$ cat config.mk
export PLATFORM = sky130hd
export DESIGN_NAME = sync_serial_chan
export DESIGN_NICKNAME = d
export VERILOG_FILES = /design/src/rtl/ssc_pkg.sv /design/src/rtl/ssc_edge_gen.sv /design/src/rtl/ssc_tx.sv /design/src/rtl/ssc_rx.sv /design/src/rtl/sync_serial_chan.sv
export SDC_FILE = /design/constraint.sdc
export NUM_CORES = 1
export LEC_CHECK = 0
export BUFFER_PORTS_ARGS = -buffer_cell sky130_fd_sc_hd__clkbuf_2
export CAP_MARGIN = 25
export CORE_UTILIZATION = 36
export DETAILED_ROUTE_END_ITERATION = 12
export PLACE_DENSITY = 0.55
export SETUP_SLACK_MARGIN = 0.4
export SYNTH_ARGS = -nofsm -noshare
export SYNTH_HDL_FRONTEND = slang
export SYNTH_SLANG_ARGS = --single-unit
$ cat constraint.sdc
create_clock -name clk -period 2.4 [get_ports clk]
set_input_delay 0.48 -clock clk [delete_from_list [all_inputs] [get_ports clk]]
set_output_delay 0.48 -clock clk [all_outputs]
set_load 0.01 [all_outputs]
$ cat src/rtl/ssc_pkg.sv
package ssc_pkg;
  localparam int BYTE_W    = 8;
  localparam int BIT_IDX_W = $clog2(BYTE_W);
  localparam int SYNC_N    = 2;
  typedef logic [BYTE_W-1:0] byte_t;
endpackage

$ cat src/rtl/ssc_edge_gen.sv
module ssc_edge_gen
  import ssc_pkg::*;
#(
  parameter int HALF_DIV = 4
) (
  input  logic clk,
  input  logic rst_n,
  input  logic ext_sel,
  input  logic run_ok,
  input  logic sck_i,
  output logic sck_o,
  output logic fall_p,
  output logic rise_p
);
  localparam int CNT_W = (HALF_DIV > 1) ? $clog2(HALF_DIV) : 1;

  logic [CNT_W-1:0] cnt_q, cnt_d;
  logic             sck_q, sck_d;
  logic             m_fall, m_rise;
  logic [SYNC_N:0]  sync_q;
  logic             x_fall, x_rise;

  // internal divider: a falling edge is only issued from the idle-high point
  always_comb begin
    cnt_d  = cnt_q;
    sck_d  = sck_q;
    m_fall = 1'b0;
    m_rise = 1'b0;
    if (!ext_sel) begin
      if (cnt_q != '0) begin
        cnt_d = cnt_q - CNT_W'(1);
      end else if (!sck_q) begin
        sck_d  = 1'b1;
        m_rise = 1'b1;
        cnt_d  = CNT_W'(HALF_DIV - 1);
      end else if (run_ok) begin
        sck_d  = 1'b0;
        m_fall = 1'b1;
        cnt_d  = CNT_W'(HALF_DIV - 1);
      end
    end
  end

  always_ff @(posedge clk or negedge rst_n) begin
    if (!rst_n) begin
      cnt_q <= '0;
      sck_q <= 1'b1;
    end else begin
      cnt_q <= cnt_d;
      sck_q <= sck_d;
    end
  end

  // external clock: sync_q[0..SYNC_N-1] synchronise, sync_q[SYNC_N] is the previous level
  always_ff @(posedge clk or negedge rst_n) begin
    if (!rst_n) begin
      sync_q <= '1;
    end else begin
      sync_q <= {sync_q[SYNC_N-1:0], sck_i};
    end
  end

  assign x_fall = sync_q[SYNC_N] & ~sync_q[SYNC_N-1];
  assign x_rise = ~sync_q[SYNC_N] & sync_q[SYNC_N-1];

  assign sck_o  = sck_q;
  assign fall_p = ext_sel ? x_fall : m_fall;
  assign rise_p = ext_sel ? x_rise : m_rise;
endmodule

$ cat src/rtl/ssc_tx.sv
module ssc_tx
  import ssc_pkg::*;
(
  input  logic  clk,
  input  logic  rst_n,
  input  logic  wr,
  input  byte_t wr_data,
  input  logic  fall_p,
  input  logic  rise_p,
  output logic  tx_empty,
  output logic  in_byte,
  output logic  byte_end,
  output logic  sdo,
  output byte_t hold_o
);
  localparam logic [BIT_IDX_W-1:0] LAST = BIT_IDX_W'(BYTE_W - 1);

  byte_t                hold_q, hold_d;
  byte_t                sh_q, sh_d;
  logic                 full_q, full_d;
  logic                 act_q, act_d;
  logic [BIT_IDX_W-1:0] idx_q, idx_d;
  logic                 accept, start;

  assign accept   = wr & ~full_q;
  assign start    = fall_p & ~act_q;
  assign byte_end = rise_p & act_q & (idx_q == LAST);

  always_comb begin
    hold_d = accept ? wr_data : hold_q;
    full_d = full_q;
    if (start)  full_d = 1'b0;
    if (accept) full_d = 1'b1;
    sh_d  = sh_q;
    idx_d = idx_q;
    act_d = act_q;
    if (start) begin
      sh_d  = full_q ? hold_q : '1;
      idx_d = '0;
      act_d = 1'b1;
    end else if (fall_p && act_q) begin
      sh_d  = {1'b1, sh_q[BYTE_W-1:1]};
      idx_d = idx_q + BIT_IDX_W'(1);
    end
    if (byte_end) act_d = 1'b0;
  end

  always_ff @(posedge clk or negedge rst_n) begin
    if (!rst_n) begin
      hold_q <= '0;
      full_q <= 1'b0;
      sh_q   <= '1;
      idx_q  <= '0;
      act_q  <= 1'b0;
    end else begin
      hold_q <= hold_d;
      full_q <= full_d;
      sh_q   <= sh_d;
      idx_q  <= idx_d;
      act_q  <= act_d;
    end
  end

  assign tx_empty = ~full_q;
  assign in_byte  = act_q;
  assign sdo      = sh_q[0];
  assign hold_o   = hold_q;
endmodule

$ cat src/rtl/ssc_rx.sv
module ssc_rx
  import ssc_pkg::*;
(
  input  logic  clk,
  input  logic  rst_n,
  input  logic  sdi,
  input  logic  rise_p,
  input  logic  byte_end,
  input  logic  rd,
  output byte_t rx_data,
  output logic  rx_full,
  output logic  rx_ovr
);
  byte_t sh_q, sh_d, hold_q, hold_d;
  logic  full_q, full_d, ovr_q, ovr_d;
  logic  take, still_full;

  assign take       = rd & full_q;
  assign still_full = full_q & ~take;

  always_comb begin
    sh_d   = rise_p ? {sdi, sh_q[BYTE_W-1:1]} : sh_q;
    hold_d = hold_q;
    full_d = still_full;
    ovr_d  = ovr_q & ~take;
    if (byte_end) begin
      if (still_full) begin
        ovr_d = 1'b1;
      end else begin
        hold_d = sh_d;
        full_d = 1'b1;
      end
    end
  end

  always_ff @(posedge clk or negedge rst_n) begin
    if (!rst_n) begin
      sh_q   <= '0;
      hold_q <= '0;
      full_q <= 1'b0;
      ovr_q  <= 1'b0;
    end else begin
      sh_q   <= sh_d;
      hold_q <= hold_d;
      full_q <= full_d;
      ovr_q  <= ovr_d;
    end
  end

  assign rx_data = hold_q;
  assign rx_full = full_q;
  assign rx_ovr  = ovr_q;
endmodule

$ cat src/rtl/sync_serial_chan.sv
module sync_serial_chan
  import ssc_pkg::*;
#(
  parameter int HALF_DIV = 4
) (
  input  logic       clk,
  input  logic       rst_n,
  input  logic       ext_sel,
  input  logic       sck_i,
  output logic       sck_o,
  output logic       sck_oe,
  input  logic       sdi,
  output logic       sdo,
  input  logic       tx_wr,
  input  logic [7:0] tx_data,
  output logic       tx_empty,
  input  logic       rx_rd,
  output logic [7:0] rx_data,
  output logic       rx_full,
  output logic       rx_ovr
);
  logic  fall_p, rise_p, in_byte, byte_end, run_ok;
  byte_t tx_hold;

  assign run_ok = in_byte | ~tx_empty;
  assign sck_oe = ~ext_sel;

  ssc_edge_gen #(.HALF_DIV(HALF_DIV)) u_edge (
    .clk    (clk),
    .rst_n  (rst_n),
    .ext_sel(ext_sel),
    .run_ok (run_ok),
    .sck_i  (sck_i),
    .sck_o  (sck_o),
    .fall_p (fall_p),
    .rise_p (rise_p)
  );

  ssc_tx u_tx (
    .clk     (clk),
    .rst_n   (rst_n),
    .wr      (tx_wr),
    .wr_data (tx_data),
    .fall_p  (fall_p),
    .rise_p  (rise_p),
    .tx_empty(tx_empty),
    .in_byte (in_byte),
    .byte_end(byte_end),
    .sdo     (sdo),
    .hold_o  (tx_hold)
  );

  ssc_rx u_rx (
    .clk     (clk),
    .rst_n   (rst_n),
    .sdi     (sdi),
    .rise_p  (rise_p),
    .byte_end(byte_end),
    .rd      (rx_rd),
    .rx_data (rx_data),
    .rx_full (rx_full),
    .rx_ovr  (rx_ovr)
  );
endmodule

==> run summary <==
syn_nets = 156
die area = 0.00540 mm2
Synth top area share = 0.435
crit start category = flop
worst clock skew = 6.96 ps
Hold WS = 135 ps
vias in the first global route = 1186
pre-CTS WS = 335 ps
Warnings, synthesis = 0
Area Overhead vs Synth = 20.4%
Core Area = 0.00482 mm2
largest net degree at the start of global routing = 27
cell taking the most area after synthesis = dfrtp_1
crit share post-route = 0.798
top_reg_cell synth = dfrtp_1
Lkg Pwr = 1.06 nW
GP Congestion = 0.795
setup violators final = 0
initial antenna violation count = 0
die height = 73.5 um
Final Hold Violating Endpoints = 0
Clock Path Buffers = 2
placed cell areas = 0.00207 mm2
layout cells sized above 1 = 0.474
Power Total = 2.70 mW
Worst EP required = 2580 ps
grt ovf = 0
Worst VDD drop = 0.000589 V
final WL = 3080 um
Die X = 73.5 um
Clock transition at path regs = 80 ps
port bufs = 28
worst-skew pair later-pin latency = 300 ps
RSZ-0062 raised after global routing = no
final instance area = 0.00221 mm2
number of DRC markers in iteration 0 = 24
first-pass GRT wire length = 5320 um
slew margin rel. = 0.521
commonest non-fill, non-tap cell in the layout = dfrtp_1
TritonCTS Buffers = 5
CTS tree = yes
DRC Markers = 0
Antenna Nets Post-Route = 0
sequential area share after synthesis = 0.607
Antenna Cells = 0
Final #Nets = 190
CTS HTree Levels = 2
Yosys reg bits = 44
root buffer cell = clkbuf_8
CP max FO = 8
Post-CTS Resized = 0
Distinct cells, synth = 28
Setup crit end kind = flop
clk sink count = 44
CP Class = flop to flop
outcome = completed
syn_area_per_cell = 13.3 um2
Placement Rows = 25
Post-synth EDFFs = 0
CP arrival = 2090 ps
HPWL Detailed = 2260 um
min-delay worst type = input pin to asynchronous set/reset pin
fin worst setup slack = 485 ps
most frequent cells in the layout = dfrtp_1, clkbuf_2, mux2_2, inv_1, dfstp_2
Layout Cells excl Fill = 240
Post-synth ARST share = 1.00
max-cap violation count = 0
Final Max Slew Viols = 0
Via Count = 1127
FILL cells = 480
setup TNS = 0 ps
PD cells = 1220 mW/mm2
Vias/cell = 4.70
top post-synthesis cells by area = dfrtp_1, dfstp_2, mux2_2
Final Core Density = 0.460
placed cell count = 231
Boundary Pins = 29
minimum period implied by the final worst setup slack = 1910 ps
depth of the most critical reg-to-reg path = 6
Cells after Synth = 138
worst slew pin tran = 717 ps
Synth Cell Area = 0.00184 mm2
Achievable Freq = 0.522 GHz
DRT Pass-1 Iters = 4
Total GRT Usage = 0.134
Initial Util = 0.382
WL/cell = 12.8 um
metal layers:
layer	vias up	track usage	part of all wire
met4	0	0.0577	0.016
met2	27	0.228	0.49
met5	-	0	0
met1	555	0.151	0.44
met3	6	0.0453	0.050
li1	539	-	-
repair_timing:
| action | CTS | global route |
|---|---|---|
| hold endpoints to repair | 0 | 0 |
| hold buffers | 0 | 0 |
| setup buffers | 1 | 0 |
| setup endpoints to repair | 8 | 0 |
cell usage after synthesis, types with 2 or more instances:
cell type,n
a21oi_1,2
mux2_2,25
nand2_1,6
dfrtp_1,32
clkbuf_1,2
inv_1,14
ha_1,3
o21ai_0,2
mux2i_1,10
buf_2,2
dfstp_2,12
o22ai_1,6
nor2b_1,2
nor2_1,6
critical path: stages, from the launching register on:
cell      delay, ps
dfrtp_1         390
inv_1            60
ha_1            190
or3b_4          420
a211oi_4        250
buf_12          160
mux2_2          330
worst paths after layout:
path	from	to	slack [ps]
max	u_edge.cnt_q[0]	u_rx.rx_data[2]	490
min	rst_n	u_edge.cnt_q[0]	140
max reg2reg	u_edge.cnt_q[0]	u_rx.rx_data[2]	490
min reg2reg	u_edge.sync_q[0]	u_edge.sync_q[1]	360
max in group asynchronous	rst_n	u_tx.sh_q[0]	1500
min in group clk	sck_i	u_edge.sync_q[0]	260
layout make-up:
| type | instances | area, um2 | area share |
|---|---|---|---|
| multi-input combinational | 75 | 653 | 0.295 |
| clock buffer | 7 | 96.3 | 0.0435 |
| tap | 67 | 83.8 | 0.0379 |
| sequential | 44 | 1120 | 0.504 |
| inverter | 14 | 52.6 | 0.0237 |
| clock inverter | 1 | 30.0 | 0.0136 |
| timing repair buffer | 32 | 183 | 0.0825 |
kinds of logic after synthesis:
kind of cell               count (synthesis)  share of synthesized area
buffers and inverters                     19                     0.0422
AOI/OAI and AO/OA                         17                     0.0680
and+or+nand+nor                           20                     0.0551
muxes                                     35                      0.207
DFF                                       44                      0.607
adders and majority gates                  3                     0.0204
report_power, final:
group | internal, mW | switching (mW) | leakage [nW]
registers | 1.10 | 0.196 | 0.519
clock network | 0.367 | 0.242 | 0.0645
logic | 0.424 | 0.368 | 0.477
total | 1.89 | 0.805 | 1.06
flip-flops by register name, indices dropped and copies added (netlist names):
signal         count
u_tx.full_q        1
u_tx.in_byte       1
u_rx.rx_ovr        1
u_rx.rx_full       1
u_edge.sck_o       1
u_tx.sh_q          8
u_tx.idx_q         3
u_tx.hold_o        8
u_rx.rx_data       8
u_edge.cnt_q       2
u_rx.sh_q          7
u_edge.sync_q      3
(Power assumes the default switching activity.)
